[src/rtl/mbt_pkg.sv]
package mbt_pkg;

  typedef enum logic [3:0] {
    CMD_INTACK  = 4'h0,
    CMD_SPECIAL = 4'h1,
    CMD_IO_RD   = 4'h2,
    CMD_IO_WR   = 4'h3,
    CMD_RSV4    = 4'h4,
    CMD_RSV5    = 4'h5,
    CMD_MEM_RD  = 4'h6,
    CMD_MEM_WR  = 4'h7,
    CMD_RSV8    = 4'h8,
    CMD_RSV9    = 4'h9,
    CMD_CFG_RD  = 4'hA,
    CMD_CFG_WR  = 4'hB,
    CMD_MEM_RDM = 4'hC,
    CMD_DUALADR = 4'hD,
    CMD_MEM_RDL = 4'hE,
    CMD_MEM_WRI = 4'hF
  } bus_cmd_e;

  typedef enum logic [2:0] {
    CLS_MEM_RD,
    CLS_MEM_WR,
    CLS_IO,
    CLS_CFG,
    CLS_RSVD,
    CLS_OTHER
  } cmd_class_e;

  typedef enum logic [1:0] {
    ST_IDLE,
    ST_XFER,
    ST_HOLD,
    ST_PARK
  } tgt_state_e;

endpackage

[src/rtl/mbt_cmd_decode.sv]
module mbt_cmd_decode
  import mbt_pkg::*;
(
  input  logic [3:0] cmd_i,
  output cmd_class_e cls_o
);

  always_comb begin
    unique case (bus_cmd_e'(cmd_i))
      CMD_MEM_RD, CMD_MEM_RDM, CMD_MEM_RDL: cls_o = CLS_MEM_RD;
      CMD_MEM_WR, CMD_MEM_WRI:              cls_o = CLS_MEM_WR;
      CMD_IO_RD, CMD_IO_WR:                 cls_o = CLS_IO;
      CMD_CFG_RD, CMD_CFG_WR:               cls_o = CLS_CFG;
      CMD_RSV4, CMD_RSV5, CMD_RSV8, CMD_RSV9: cls_o = CLS_RSVD;
      default:                              cls_o = CLS_OTHER;
    endcase
  end

endmodule

[src/rtl/mbt_regfile.sv]
module mbt_regfile #(
  parameter  int NREG   = 16,
  parameter  int DATA_W = 32,
  localparam int IDX_W  = $clog2(NREG),
  localparam int LANES  = DATA_W / 8
) (
  input  logic              clk,
  input  logic              rst_n,
  input  logic              we_i,
  input  logic [IDX_W-1:0]  widx_i,
  input  logic [LANES-1:0]  be_n_i,
  input  logic [DATA_W-1:0] wdata_i,
  input  logic [IDX_W-1:0]  ridx_i,
  output logic [DATA_W-1:0] rdata_o
);

  logic [DATA_W-1:0] words [NREG];

  for (genvar r = 0; r < NREG; r++) begin : g_reg
    logic [DATA_W-1:0] word_q;
    logic              sel;

    assign sel = we_i && (widx_i == IDX_W'(r));

    always_ff @(posedge clk or negedge rst_n) begin
      if (!rst_n) begin
        word_q <= '0;
      end else if (sel) begin
        for (int l = 0; l < LANES; l++) begin
          if (!be_n_i[l]) word_q[8*l +: 8] <= wdata_i[8*l +: 8];
        end
      end
    end

    assign words[r] = word_q;
  end

  assign rdata_o = words[ridx_i];

endmodule

[src/rtl/mbt_strobe.sv]
module mbt_strobe (
  input  logic own_i,
  input  logic low_i,
  output logic pin_n_o,
  output logic oe_o
);

  // While owned the line is always driven: low when asked, otherwise high.
  assign oe_o    = own_i;
  assign pin_n_o = ~(own_i & low_i);

endmodule

[src/rtl/mbt_ctrl.sv]
module mbt_ctrl
  import mbt_pkg::*;
#(
  parameter  int NREG  = 16,
  localparam int IDX_W = $clog2(NREG)
) (
  input  logic             clk,
  input  logic             rst_n,
  input  logic             frame_n_i,
  input  logic             irdy_n_i,
  input  logic             claim_i,
  input  logic             claim_rd_i,
  input  logic [IDX_W-1:0] claim_idx_i,
  output logic             xfer_o,
  output logic [IDX_W-1:0] idx_o,
  output logic             rd_o,
  output logic             own_o,
  output logic             devsel_lo_o,
  output logic             trdy_lo_o,
  output logic             stop_lo_o,
  output logic             ad_oe_o
);

  tgt_state_e       st_q, st_d;
  logic [IDX_W-1:0] idx_q, idx_d;
  logic             rd_q, rd_d;
  logic             at_end;

  assign at_end = (idx_q == IDX_W'(NREG - 1));
  assign xfer_o = (st_q == ST_XFER) && !irdy_n_i;

  always_comb begin
    st_d  = st_q;
    idx_d = idx_q;
    rd_d  = rd_q;
    unique case (st_q)
      ST_IDLE, ST_PARK: begin
        if (claim_i) begin
          st_d  = ST_XFER;
          idx_d = claim_idx_i;
          rd_d  = claim_rd_i;
        end else begin
          st_d = ST_IDLE;
        end
      end
      ST_XFER: begin
        if (xfer_o) begin
          if (frame_n_i)   st_d  = ST_PARK;
          else if (at_end) st_d  = ST_HOLD;
          else             idx_d = idx_q + 1'b1;
        end
      end
      ST_HOLD: begin
        if (frame_n_i) st_d = ST_PARK;
      end
      default: st_d = ST_IDLE;
    endcase
  end

  always_ff @(posedge clk or negedge rst_n) begin
    if (!rst_n) begin
      st_q  <= ST_IDLE;
      idx_q <= '0;
      rd_q  <= 1'b0;
    end else begin
      st_q  <= st_d;
      idx_q <= idx_d;
      rd_q  <= rd_d;
    end
  end

  assign idx_o       = idx_q;
  assign rd_o        = rd_q;
  assign own_o       = (st_q != ST_IDLE);
  assign devsel_lo_o = (st_q == ST_XFER) || (st_q == ST_HOLD);
  assign trdy_lo_o   = (st_q == ST_XFER);
  assign stop_lo_o   = ((st_q == ST_XFER) && at_end) || (st_q == ST_HOLD);
  assign ad_oe_o     = (st_q == ST_XFER) && rd_q;

endmodule

[src/rtl/mbt_target.sv]
module mbt_target
  import mbt_pkg::*;
#(
  parameter  int DATA_W = 32,
  parameter  int NREG   = 16,
  localparam int IDX_W  = $clog2(NREG),
  localparam int LANES  = DATA_W / 8,
  localparam int OFS_W  = $clog2(LANES),
  localparam int BASE_W = DATA_W - IDX_W - OFS_W
) (
  input  logic              clk,
  input  logic              rst_n,
  input  logic [BASE_W-1:0] base_i,
  input  logic              frame_n_i,
  input  logic              irdy_n_i,
  input  logic [DATA_W-1:0] ad_i,
  output logic [DATA_W-1:0] ad_o,
  output logic              ad_oe,
  input  logic [LANES-1:0]  cbe_n_i,
  output logic              devsel_n_o,
  output logic              devsel_oe,
  output logic              trdy_n_o,
  output logic              trdy_oe,
  output logic              stop_n_o,
  output logic              stop_oe
);

  localparam int NSTB = 3;

  logic             frame_q;
  logic             start;
  cmd_class_e       cls;
  logic             hit;
  logic             claim;
  logic             xfer;
  logic [IDX_W-1:0] idx;
  logic             rd;
  logic             own;
  logic             devsel_lo, trdy_lo, stop_lo;
  logic [NSTB-1:0]  low_v, pin_v, oe_v;

  // Address phase: first edge with frame low after an edge with frame high.
  always_ff @(posedge clk or negedge rst_n) begin
    if (!rst_n) frame_q <= 1'b1;
    else        frame_q <= frame_n_i;
  end

  assign start = frame_q && !frame_n_i;

  mbt_cmd_decode u_dec (
    .cmd_i (cbe_n_i[3:0]),
    .cls_o (cls)
  );

  assign hit   = (ad_i[DATA_W-1 -: BASE_W] == base_i) &&
                 ((cls == CLS_MEM_RD) || (cls == CLS_MEM_WR));
  assign claim = start && hit;

  mbt_ctrl #(.NREG(NREG)) u_ctrl (
    .clk         (clk),
    .rst_n       (rst_n),
    .frame_n_i   (frame_n_i),
    .irdy_n_i    (irdy_n_i),
    .claim_i     (claim),
    .claim_rd_i  (cls == CLS_MEM_RD),
    .claim_idx_i (ad_i[OFS_W +: IDX_W]),
    .xfer_o      (xfer),
    .idx_o       (idx),
    .rd_o        (rd),
    .own_o       (own),
    .devsel_lo_o (devsel_lo),
    .trdy_lo_o   (trdy_lo),
    .stop_lo_o   (stop_lo),
    .ad_oe_o     (ad_oe)
  );

  mbt_regfile #(.NREG(NREG), .DATA_W(DATA_W)) u_rf (
    .clk     (clk),
    .rst_n   (rst_n),
    .we_i    (xfer && !rd),
    .widx_i  (idx),
    .be_n_i  (cbe_n_i),
    .wdata_i (ad_i),
    .ridx_i  (idx),
    .rdata_o (ad_o)
  );

  assign low_v = {stop_lo, trdy_lo, devsel_lo};

  for (genvar s = 0; s < NSTB; s++) begin : g_stb
    mbt_strobe u_stb (
      .own_i   (own),
      .low_i   (low_v[s]),
      .pin_n_o (pin_v[s]),
      .oe_o    (oe_v[s])
    );
  end

  assign devsel_n_o = pin_v[0];
  assign devsel_oe  = oe_v[0];
  assign trdy_n_o   = pin_v[1];
  assign trdy_oe    = oe_v[1];
  assign stop_n_o   = pin_v[2];
  assign stop_oe    = oe_v[2];

endmodule

[config.mk]
export PLATFORM = sky130hd
export DESIGN_NAME = mbt_target
export DESIGN_NICKNAME = d
export VERILOG_FILES = /design/src/rtl/mbt_pkg.sv /design/src/rtl/mbt_cmd_decode.sv /design/src/rtl/mbt_regfile.sv /design/src/rtl/mbt_strobe.sv /design/src/rtl/mbt_ctrl.sv /design/src/rtl/mbt_target.sv
export SDC_FILE = /design/constraint.sdc
export NUM_CORES = 1
export LEC_CHECK = 0
export BUFFER_PORTS_ARGS = -buffer_cell sky130_fd_sc_hd__buf_2
export CAP_MARGIN = 20
export CORE_UTILIZATION = 35
export DETAILED_ROUTE_END_ITERATION = 10
export PLACE_DENSITY_LB_ADDON = 0.08
export REMOVE_ABC_BUFFERS = 1
export SETUP_SLACK_MARGIN = 0.3
export SYNTH_ARGS = -nofsm -noshare
export SYNTH_HDL_FRONTEND = slang
export SYNTH_HIERARCHICAL = 1
export SYNTH_SLANG_ARGS = --single-unit
[constraint.sdc]
create_clock -name clk -period 2.55 [get_ports clk]
set_input_delay 0.255 -clock clk [delete_from_list [all_inputs] [get_ports clk]]
set_output_delay 0.255 -clock clk [all_outputs]
set_load 0.01 [all_outputs]
==> impl_metrics.yaml, run 1 <==
detailed_routing:
  wl_per_cell_um: 25.7
  route.detailed.drc: 0
  first_pass_iters: 5
  vias: 14400
  drt_iter0_markers: 568
  vias_per_cell: 5.31
  ant_nets: 0
  wirelength_mm: 69.8
power:
  power_frac_comb: 0.030
  p_sw_uw: 3860
  ir_drop_uv: 472
  leakage_uw: 0.0148
  swShare: 0.216
  clockPowerShare: 0.508
  p_int_uw: 14000
  power_frac_seq: 0.462
  power_density_mw_per_mm2: 581
setup_path:
  cpPeakStageDelay_ps: 560
  r2r_end: "u_ctrl/idx_o[1]"
  critPathBufInv: 4
  cp.required_ps: 2300
  rr_startpoint: "u_ctrl/idx_o[0]"
  path_delay_family: "buffers and inverters"
  critPathMaxFanout: 5
  cp.depth: 7
  path_class: "register to output pin"
  ff2ff_path_depth: 15
  critPathSlowestCell: "dfrtp_4"
  rrSetupSlack_ps: 90
  cp.arrival_ps: 2560
  cp_cell_sequence: "buf_12 > buf_12 > buf_12 > mux4_2 > a22oi_2 > nand2_1 > buf_2"
  crit_path_frequent_cell: "buf_12"
  cp-start-kind: "register"
  crit_path_end_kind: "output pin"
clocking:
  clk_pin_slew_worst_paths_ps: 60
  clock_path_buffers: 3
  h-tree-depth: 2
  cts_root_buf: "clkbuf_16"
  cts_made_buffers: 60
  tritoncts: "yes"
  clk_latency_ps: 610
  numClockSinks: 520
global_route:
  grt_max_degree: 90
  grt_first_pass_wirelength_mm: 104
  grt_pass1_vias: 15300
  antenna_found_initial: 2
  globalRoute.totalOverflow: 0
  grt_util_all_layers: 0.200
synthesis:
  yosysWarnings: 6
  synth_enable_flop_cells: 0
  synth-async-reset-ratio: 1.00
  synth-seq-cells: 520
  synth_cell_types: 56
  ys.flop_type: "dfrtp_1"
  synth_cells: 1546
  seq_area_frac_synth: 0.539
  netlist_area_sq_mm: 0.0241
  syn_avg_cell_area_sq_um: 15.6
sta:
  final.setup.worst_slack_ps: -262
  hold_viol_final: 0
  skew_ps: 10.7
  setup_viol: 33
  final_max_slew_viol_count: 0
  worstMarginPinSlew_ps: 667
  final.min_clock_period_ps: 2810
  rsz0062_at_grt: "yes"
  fin_tns_setup_ps: -6630
  fmax_ghz: 0.356
  min_period_over_period: 1.10
  max-slew-margin-rel: 0.555
floorplan:
  fp.coreArea_sq_mm: 0.0676
  rows: 95
  start_util: 0.357
  num_io_pins: 105
  die_h_um: 265
  dieArea_sq_mm: 0.0700
  die_w_um: 265
min_path:
  min_to: "u_rf/g_reg[6].word_q[12]"
  hold_class: "primary input to register"
  holdPathStages: 2
  hold_start: "ad_i[12]"
outcome:
  status: "complete, but fails checks"
  failed_checks: "negative setup slack"
placed_design:
  io_buffers: 104
  dp_slack_ps: 102
  place_area_sq_mm: 0.0267
  gp_congestion: 0.733
  hpwl_mm: 42.4
final_layout:
  final_nets: 1870
  drive_gt1_frac: 0.627
  finalInstanceArea_sq_mm: 0.0307
  area_growth_pct: 27.4
  fillCellCount: 5965
run:
  maxCapViolations: 0
[cells by family (layout without fill, tap and decap cells)]
family | count (synthesis) | after routing | share of synthesized area
adder cells (fa/ha/maj) | 5 | 5 | 0.00259
flip-flops | 520 | 520 | 0.539
other | 0 | 1 | 0
XOR/XNOR | 27 | 27 | 0.00980
AND/OR/NAND/NOR | 164 | 164 | 0.0427
AO/OA/AOI/OAI | 80 | 80 | 0.0252
buffers and inverters | 105 | 404 | 0.0194
multiplexers | 645 | 645 | 0.361
[flip-flops by register name, indices dropped and copies added, names as in the netlist]
| register | cells |
|---|---|
| u_ctrl/idx_o | 4 |
| u_ctrl/rd_o | 1 |
| frame_q | 1 |
| u_ctrl/st_q | 2 |
| u_rf/g.word_q | 512 |
[cell type report]
| class | instances | area (sq um) | share of cell area |
|---|---|---|---|
| Antenna cell | 1 | 2.50 | 0.0000814 |
| Clock buffer | 89 | 1790 | 0.0583 |
| Clock inverter | 19 | 300 | 0.00977 |
| Inverter | 6 | 22.5 | 0.000732 |
| Multi-Input combinational cell | 921 | 11500 | 0.373 |
| Sequential cell | 520 | 13000 | 0.424 |
| Tap cell | 873 | 1090 | 0.0355 |
| Timing Repair Buffer | 290 | 3030 | 0.0986 |
[worst register-to-register path: stages (launching register included)]
cell and delay (ps):
dfrtp_4 520, buf_12 220, buf_12 150, buf_6 90
buf_6 90, ha_4 120, nand4_1 120, buf_4 180
buf_6 110, buf_6 100, buf_6 100, buf_6 100
buf_6 100, buf_6 120, a31oi_4 130, a41oi_2 60
[synthesized netlist by cell type, drive strengths merged, types with 2 or more instances]
library cell	count	area, sq um
a21oi	2	10.0
a22oi	64	480
a31oi	4	25.0
and2	2	12.5
and4b	3	30.0
and4bb	5	62.6
buf	34	193
clkbuf	65	254
dfrtp	519	13000
ha	5	62.6
inv	6	22.5
mux2	515	5810
mux2i	2	20.0
mux4	128	2880
nand2	80	333
nand2b	5	31.3
nand4	7	58.8
nand4b	4	35.0
nor2	19	156
nor2b	20	125
nor3	5	63.8
nor3b	2	15.0
nor4	5	31.3
nor4b	3	47.5
xnor2	6	52.6
xor2	21	184
[repair_timing]
item | in CTS | in global routing
hold buffers | 2 | 0
endpoints found under the hold margin | 96 | 0
cloned | 9 | 2
buffers inserted | 39 | 20
setup endpoints to repair | 352 | 482
pin swaps | 35 | 31
resized for setup | 101 | 154
[layout by cell type, fill, tap and decap left out, types with 4 or more instances in the layout]
| master | instances |
|---|---|
| a22oi_2 | 49 |
| nand2b_1 | 5 |
| a22oi_1 | 15 |
| nor4_1 | 5 |
| mux2_4 | 73 |
| buf_2 | 97 |
| buf_6 | 41 |
| xnor2_1 | 6 |
| nor2_2 | 6 |
| xor2_1 | 21 |
| clkinv_2 | 9 |
| nand2_8 | 6 |
| bufinv_16 | 8 |
| clkbuf_1 | 12 |
| clkbuf_8 | 16 |
| nand4b_1 | 4 |
| buf_12 | 51 |
| nor2b_4 | 7 |
| mux2_1 | 5 |
| dfrtp_1 | 516 |
| nand2_4 | 7 |
| mux4_2 | 128 |
| nand2_2 | 18 |
| inv_1 | 5 |
| nor2_4 | 11 |
| buf_4 | 81 |
| nor2b_1 | 13 |
| nand2_1 | 49 |
| clkbuf_16 | 63 |
| mux2_2 | 437 |
| buf_16 | 11 |
| nand4_1 | 6 |
[stage by stage]
stage	instances	total power [uW]	hold WS (ps)	utilization
floorplan	1447	8460	-40.6	-
global placement	2536	8940	228	0.394
detailed placement	2538	8940	232	0.394
CTS	2696	18200	94.8	0.441
global route	2719	18600	143	0.455
finish	2719	17900	140	0.455
[power groups by stage]
| stage | combinational (uW) | clock (uW) | sequential (uW) |
|---|---|---|---|
| floorplan | 53.8 | 0 | 8410 |
| global placement | 532 | 0 | 8400 |
| detailed placement | 541 | 0 | 8400 |
| CTS | 548 | 9350 | 8250 |
| global route | 602 | 9700 | 8250 |
| finish | 533 | 9070 | 8260 |
[metal layers]
| metal | wire [um] | track usage |
|---|---|---|
| met1 | 32800 | 0.282 |
| met2 | 33000 | 0.320 |
| met3 | 2760 | 0.0373 |
| met4 | 1290 | 0.0482 |
| met5 | 13 | 0 |
[worst max path at each step]
stage                         start                  endpoint  slack [ps]
CTS                 u_ctrl/idx_o[0]                   ad_o[4]        -340
floorplan           u_ctrl/idx_o[0]  u_rf/g_reg[7].word_q[10]       -4730
finish              u_ctrl/idx_o[0]                  ad_o[26]        -260
global placement           ad_i[16]               u_ctrl/rd_o         130
global route        u_ctrl/idx_o[0]                  ad_o[18]        -350
detailed placement         ad_i[31]               u_ctrl/rd_o         100
(Power assumes the default switching activity.)
==> run 2: changes to the inputs <==
--- a/config.mk
+++ b/config.mk
@@ -7,7 +7,8 @@
 export LEC_CHECK = 0
 export BUFFER_PORTS_ARGS = -buffer_cell sky130_fd_sc_hd__buf_2
 export CAP_MARGIN = 20
-export CORE_UTILIZATION = 35
+export CORE_UTILIZATION = 50
+export CTS_BUF_LIST = sky130_fd_sc_hd__clkbuf_8
 export DETAILED_ROUTE_END_ITERATION = 10
 export PLACE_DENSITY_LB_ADDON = 0.08
 export REMOVE_ABC_BUFFERS = 1
==> impl_metrics.yaml, run 2 (synthesis gave the netlist of run 1 again) <==
setup_path:
  cp.required_ps: 2300
  crit_path_end_kind: "output pin"
  crit_end: "ad_o[20]"
  critPathMaxFanout: 8
  r2r_end: "u_rf/g_reg[0].word_q[15]"
  cp.arrival_ps: 2560
  ff2ff_path_depth: 11
  cp-start-kind: "register"
  rrSetupSlack_ps: 50
  path_class: "register to output pin"
  critPathLaunch: "u_ctrl/idx_o[0]"
  rr_startpoint: "u_ctrl/idx_o[0]"
final_layout:
  final_nets: 1868
  layout_common_cells: "516 x dfrtp_1, 366 x mux2_2, 148 x mux2_4, 128 x mux4_2, 106 x clkbuf_8"
  largest_reg_flops: 512
  final_common_cell: "dfrtp_1"
  drive_gt1_frac: 0.628
  regMostFlops: "u_rf/g.word_q"
  area_growth_pct: 24.8
  finalNonFillerCells: 2473
  fillCellCount: 3527
  multi_input_area_sq_mm: 0.0120
  ff_latch_area_sq_mm: 0.0130
  post-route-util: 0.632
sta:
  fin_tns_setup_ps: -6480
  setup_viol: 32
  skew_ps: 25.8
  rsz0062_at_grt: "yes"
  max-slew-margin-rel: 0.248
  worstMarginPinSlew_ps: 1130
  hold_viol_final: 0
  final_max_slew_viol_count: 0
  fmax_ghz: 0.355
  final.setup.worst_slack_ps: -266
  min_period_over_period: 1.10
  final.min_clock_period_ps: 2820
global_route:
  grt_util_all_layers: 0.258
  antenna_found_initial: 2
  grt_pass1_vias: 15700
  grt_max_degree: 82
  grt_first_pass_wirelength_mm: 95.5
  globalRoute.totalOverflow: 0
detailed_routing:
  first_pass_iters: 4
  vias_per_cell: 5.91
  wl_per_cell_um: 25.3
  route.detailed.drc: 0
  drt_iter0_markers: 766
  wirelength_mm: 62.5
  ant_nets: 0
  vias: 14600
placed_design:
  gp_congestion: 0.771
  io_buffers: 104
  dp_cells: 2258
  hpwl_mm: 37.6
  dp_slack_ps: -534
clocking:
  clk_pin_slew_worst_paths_ps: 60
  numClockSinks: 520
  cts_root_buf: "clkbuf_8"
  clock_path_buffers: 3
  clk_latency_ps: 690
  h-tree-depth: 3
  tritoncts: "yes"
  cts_made_buffers: 88
power:
  power_density_mw_per_mm2: 528
  power_uw: 15900
  leakage_uw: 0.0148
  ir_drop_uv: 466
min_path:
  hold_class: "primary input to register"
floorplan:
  rows: 80
  dieArea_sq_mm: 0.0491
  die_w_um: 222
  num_io_pins: 105
  die_h_um: 222
  fp.coreArea_sq_mm: 0.0476
  start_util: 0.506
run:
  maxCapViolations: 0
outcome:
  failed_checks: "negative setup slack"
  status: "complete, but fails checks"
run 2: cell type report:
type / instances / share of cell area
Clock buffer: 106 / 0.0484
Timing Repair Buffer: 260 / 0.0885
Antenna cell: 1 / 0.0000831
Tap cell: 615 / 0.0256
Sequential cell: 520 / 0.432
Inverter: 6 / 0.000748
Clock inverter: 44 / 0.00669
Multi-Input combinational cell: 921 / 0.397
run 2: worst min-delay path by stage:
stage	start	end	slack, ps	cells past startpoint
floorplan	rst_n	u_ctrl/idx_o[0]	-40	0
global placement	rst_n	u_rf/g_reg[0].word_q[31]	340	1
detailed placement	rst_n	u_rf/g_reg[14].word_q[26]	330	1
CTS	ad_i[0]	u_rf/g_reg[0].word_q[0]	1	2
global route	ad_i[10]	u_rf/g_reg[10].word_q[10]	40	3
finish	ad_i[0]	u_rf/g_reg[12].word_q[0]	60	2
run 2: routing by layer:
metal,part of all wire,global-route usage
met1,0.45,0.360
met5,0.00014,0
met2,0.48,0.406
met3,0.043,0.0598
met4,0.022,0.0744
run 2: critical path: stages (launching register included):
cell     delay (ps)
dfrtp_4         490
buf_12          160
buf_12          130
buf_16          140
buf_6           110
mux4_2          430
a22oi_2         200
nand2_1          80
buf_2           140
run 2: what timing repair did:
action / in CTS / in global routing
gates resized for setup: 186 / 205
hold buffers: 3 / 0
cloned: 8 / 3
pin swaps: 22 / 57
buffers inserted: 28 / 22
endpoints found under the hold margin: 73 / 0
setup endpoints to repair: 376 / 504
run 2: through the flow:
step	hold slack (ps)	cell area (sq um)
after floorplan	-40.6	23700
after global placement	342	26000
final	59.3	30100
after CTS	1.42	29000
after global routing	35.9	30100
after detailed placement	329	26000
run 2: power breakdown:
group / total, uW / switching (uW) / internal (uW) / leakage [uW]
logic: 533 / 404 / 129 / 0.00656
clock network: 7100 / 3350 / 3740 / 0.000972
registers: 8260 / 0.154 / 8260 / 0.00726
==> run 3: changes to the inputs <==
--- a/config.mk
+++ b/config.mk
@@ -5,6 +5,7 @@
 export SDC_FILE = /design/constraint.sdc
 export NUM_CORES = 1
 export LEC_CHECK = 0
+export ABC_AREA = 1
 export BUFFER_PORTS_ARGS = -buffer_cell sky130_fd_sc_hd__buf_2
 export CAP_MARGIN = 20
 export CORE_UTILIZATION = 50
==> impl_metrics.yaml, run 3 <==
outcome:
  status: "complete, but fails checks"
  failed_checks: "negative setup slack"
clocking:
  tritoncts: "yes"
  numClockSinks: 520
  cts_root_buf: "clkbuf_8"
  cts_made_buffers: 91
  clock_path_buffers: 3
  clk_pin_slew_worst_paths_ps: 60
  h-tree-depth: 3
  clk_latency_ps: 670
synthesis:
  synth_top_family_by_area: "simple AND/OR/NAND/NOR gates"
  synth_cell_types: 26
  netlist_area_sq_mm: 0.0259
  seq_area_frac_synth: 0.503
  ys.flop_type: "dfrtp_1"
  yosysWarnings: 6
  synth.most_common_cell: "nand2_1"
  synth-async-reset-ratio: 1.00
  netlist_top_cells_count: "1342 x nand2_1, 519 x dfrtp_1, 504 x o21ai_0"
  synth-seq-cells: 520
  synth_enable_flop_cells: 0
  muxShareOfSynthArea: 0
  synth_top_cell_by_area: "dfrtp_1"
  synth_compound_area_frac: 0.100
  syn_avg_cell_area_sq_um: 7.27
  yosys.area_share.simple: 0.285
  synth_xor_area_frac: 0.00169
  synth_top_cell_area_share: 0.502
  synth_area_leaders: "dfrtp_1 50%, nand2_1 19%, o21ai_0 9.7%"
  synth_fa_ha_area_frac: 0.00242
  synth_cells: 3558
min_path:
  hold_class: "primary input to register"
  hold_start: "ad_i[2]"
placed_design:
  dp_cells: 4233
  io_buffers: 104
  gp_congestion: 0.887
  place_area_sq_mm: 0.0273
  hpwl_mm: 45.8
final_layout:
  area_growth_pct: 21.1
  regMostFlops: "u_rf/g.word_q"
  finalInstanceArea_sq_mm: 0.0313
  multi_input_area_sq_mm: 0.0106
  fillCellCount: 4638
  drive_gt1_frac: 0.139
  largest_reg_flops: 512
  final_nets: 3789
  ff_latch_area_sq_mm: 0.0130
  layout_common_cells: "1307 x nand2_1, 517 x inv_1, 514 x dfrtp_1, 502 x o21ai_0, 361 x nand3_1"
  finalNonFillerCells: 4468
  final_common_cell: "nand2_1"
setup_path:
  cp-start-kind: "register"
  critPathMaxFanout: 7
  critPathSlowestCell: "dfrtp_4"
  cp.required_ps: 2300
  cp.arrival_ps: 2320
  critPathLaunch: "u_ctrl/idx_o[0]"
  cpPeakStageDelay_ps: 440
  crit_path_end_kind: "output pin"
  cp_cell_sequence: "buf_12 > buf_16 > buf_8 > clkinv_8 > nand2_2 > nand2_1 > nand2_1 > nand3_2 > nand3_2 > nand2_2 > buf_6"
  rr_startpoint: "u_ctrl/st_q[1]"
  path_class: "register to output pin"
detailed_routing:
  first_pass_iters: 8
  ant_nets: 0
  vias: 24100
  drt_iter0_markers: 2564
  wirelength_mm: 82.5
  wl_per_cell_um: 18.5
  route.detailed.drc: 0
  vias_per_cell: 5.40
sta:
  setup_viol: 2
  final_max_slew_viol_count: 0
  skew_ps: 23.4
  hold_viol_final: 0
  worstMarginPinSlew_ps: 618
  rsz0062_at_grt: "yes"
  fmax_ghz: 0.388
  min_period_over_period: 1.01
  final.min_clock_period_ps: 2570
  max-slew-margin-rel: 0.587
  final.setup.worst_slack_ps: -24.2
floorplan:
  die_w_um: 230
  die_h_um: 230
  num_io_pins: 105
  rows: 83
  fp.coreArea_sq_mm: 0.0512
  start_util: 0.505
  dieArea_sq_mm: 0.0527
run:
  maxCapViolations: 0
global_route:
  grt_util_all_layers: 0.311
  grt_pass1_vias: 22700
  grt_max_degree: 96
  globalRoute.totalOverflow: 0
  grt_first_pass_wirelength_mm: 128
  antenna_found_initial: 5
power:
  leakage_uw: 0.0155
  power_density_mw_per_mm2: 1090
  ir_drop_uv: 546
run 3: cell types whose count changed in the layout (fill, tap and decap cells not counted), sizes merged, moves of 18 or more:
cell,change
xor2,-20
nor2b,-20
nand3,+418
clkbuf,+18
nand2,+1264
a22oi,-64
inv,+486
o21ai,+515
mux4,-128
mux2,-515
nor2,+19
run 3: path summary, 6_finish.rpt:
path,cells after the start,slack (ps),endpoint
min,5,50,u_ctrl/idx_o[0]
min in group asynchronous,2,150,u_rf/g_reg[9].word_q[7]
max reg2reg,13,360,u_rf/g_reg[6].word_q[29]
min reg2reg,2,480,u_rf/g_reg[2].word_q[13]
max in group asynchronous,3,1440,u_rf/g_reg[14].word_q[25]
max,11,-20,ad_o[14]
run 3: cell type report:
cell class / instances / share of cell area
repair inverters: 5 / 0.00256
multi-input cells: 2335 / 0.338
well taps: 680 / 0.0272
clock inverters: 41 / 0.00691
flip-flops and latches: 520 / 0.416
inverters: 492 / 0.0600
repair buffers: 273 / 0.0968
diodes: 3 / 0.000240
clock buffers: 119 / 0.0523
run 3: power breakdown:
part / total [uW] / internal (uW) / switching [uW]
sequential: 11000 / 9970 / 1030
clock: 7760 / 4340 / 3420
combinational: 15500 / 6250 / 9270
total: 34300 / 20500 / 13700
run 3: cell families (layout without fill, tap and decap cells):
family | after synthesis | after routing
adder cells (fa/ha/maj) | 5 | 5
buffers and inverters | 703 | 930
AND/OR/NAND/NOR | 1806 | 1806
flip-flops | 520 | 520
XOR/XNOR | 5 | 5
other | 0 | 3
AO/OA/AOI/OAI | 519 | 519
run 3: per-stage QoR:
stage	total power [uW]	util	setup TNS, ps	worst slack (ps)	hold slack, ps
2_1_floorplan	17400	-	-1798030	-8850	-40.6
3_3_place_gp	22300	0.534	0	140	246
3_5_place_dp	22600	0.534	0	9.31	251
4_1_cts	33500	0.599	-77.2	-16.9	16.5
5_1_grt	36400	0.612	-1650	-100	75.7
6_report	34300	0.612	-26.3	-24.2	47.3
run 3: layer usage:
metal	vias to the layer above	global-route usage	part of all wire
met4	2	0.123	0.032
met3	174	0.0443	0.073
met1	11500	0.426	0.42
met2	996	0.499	0.47
li1	11400	-	-
met5	-	0	0.00016
run 3: worst max-delay path: cells and delay by family, from the launching register on:
family | cells | cell delay [ps]
buffers and inverters | 5 | 740
DFF | 1 | 440
and+or+nand+nor | 6 | 440
run 3: what timing repair did:
item                                    in CTS  in global routing
gates cloned                                29                 11
pin swaps                                   37                 26
hold buffers                                 7                  0
resized for setup                          126                101
endpoints found under the hold margin       87                  0
setup buffers                               19                  6
endpoints found under the setup margin     480                518
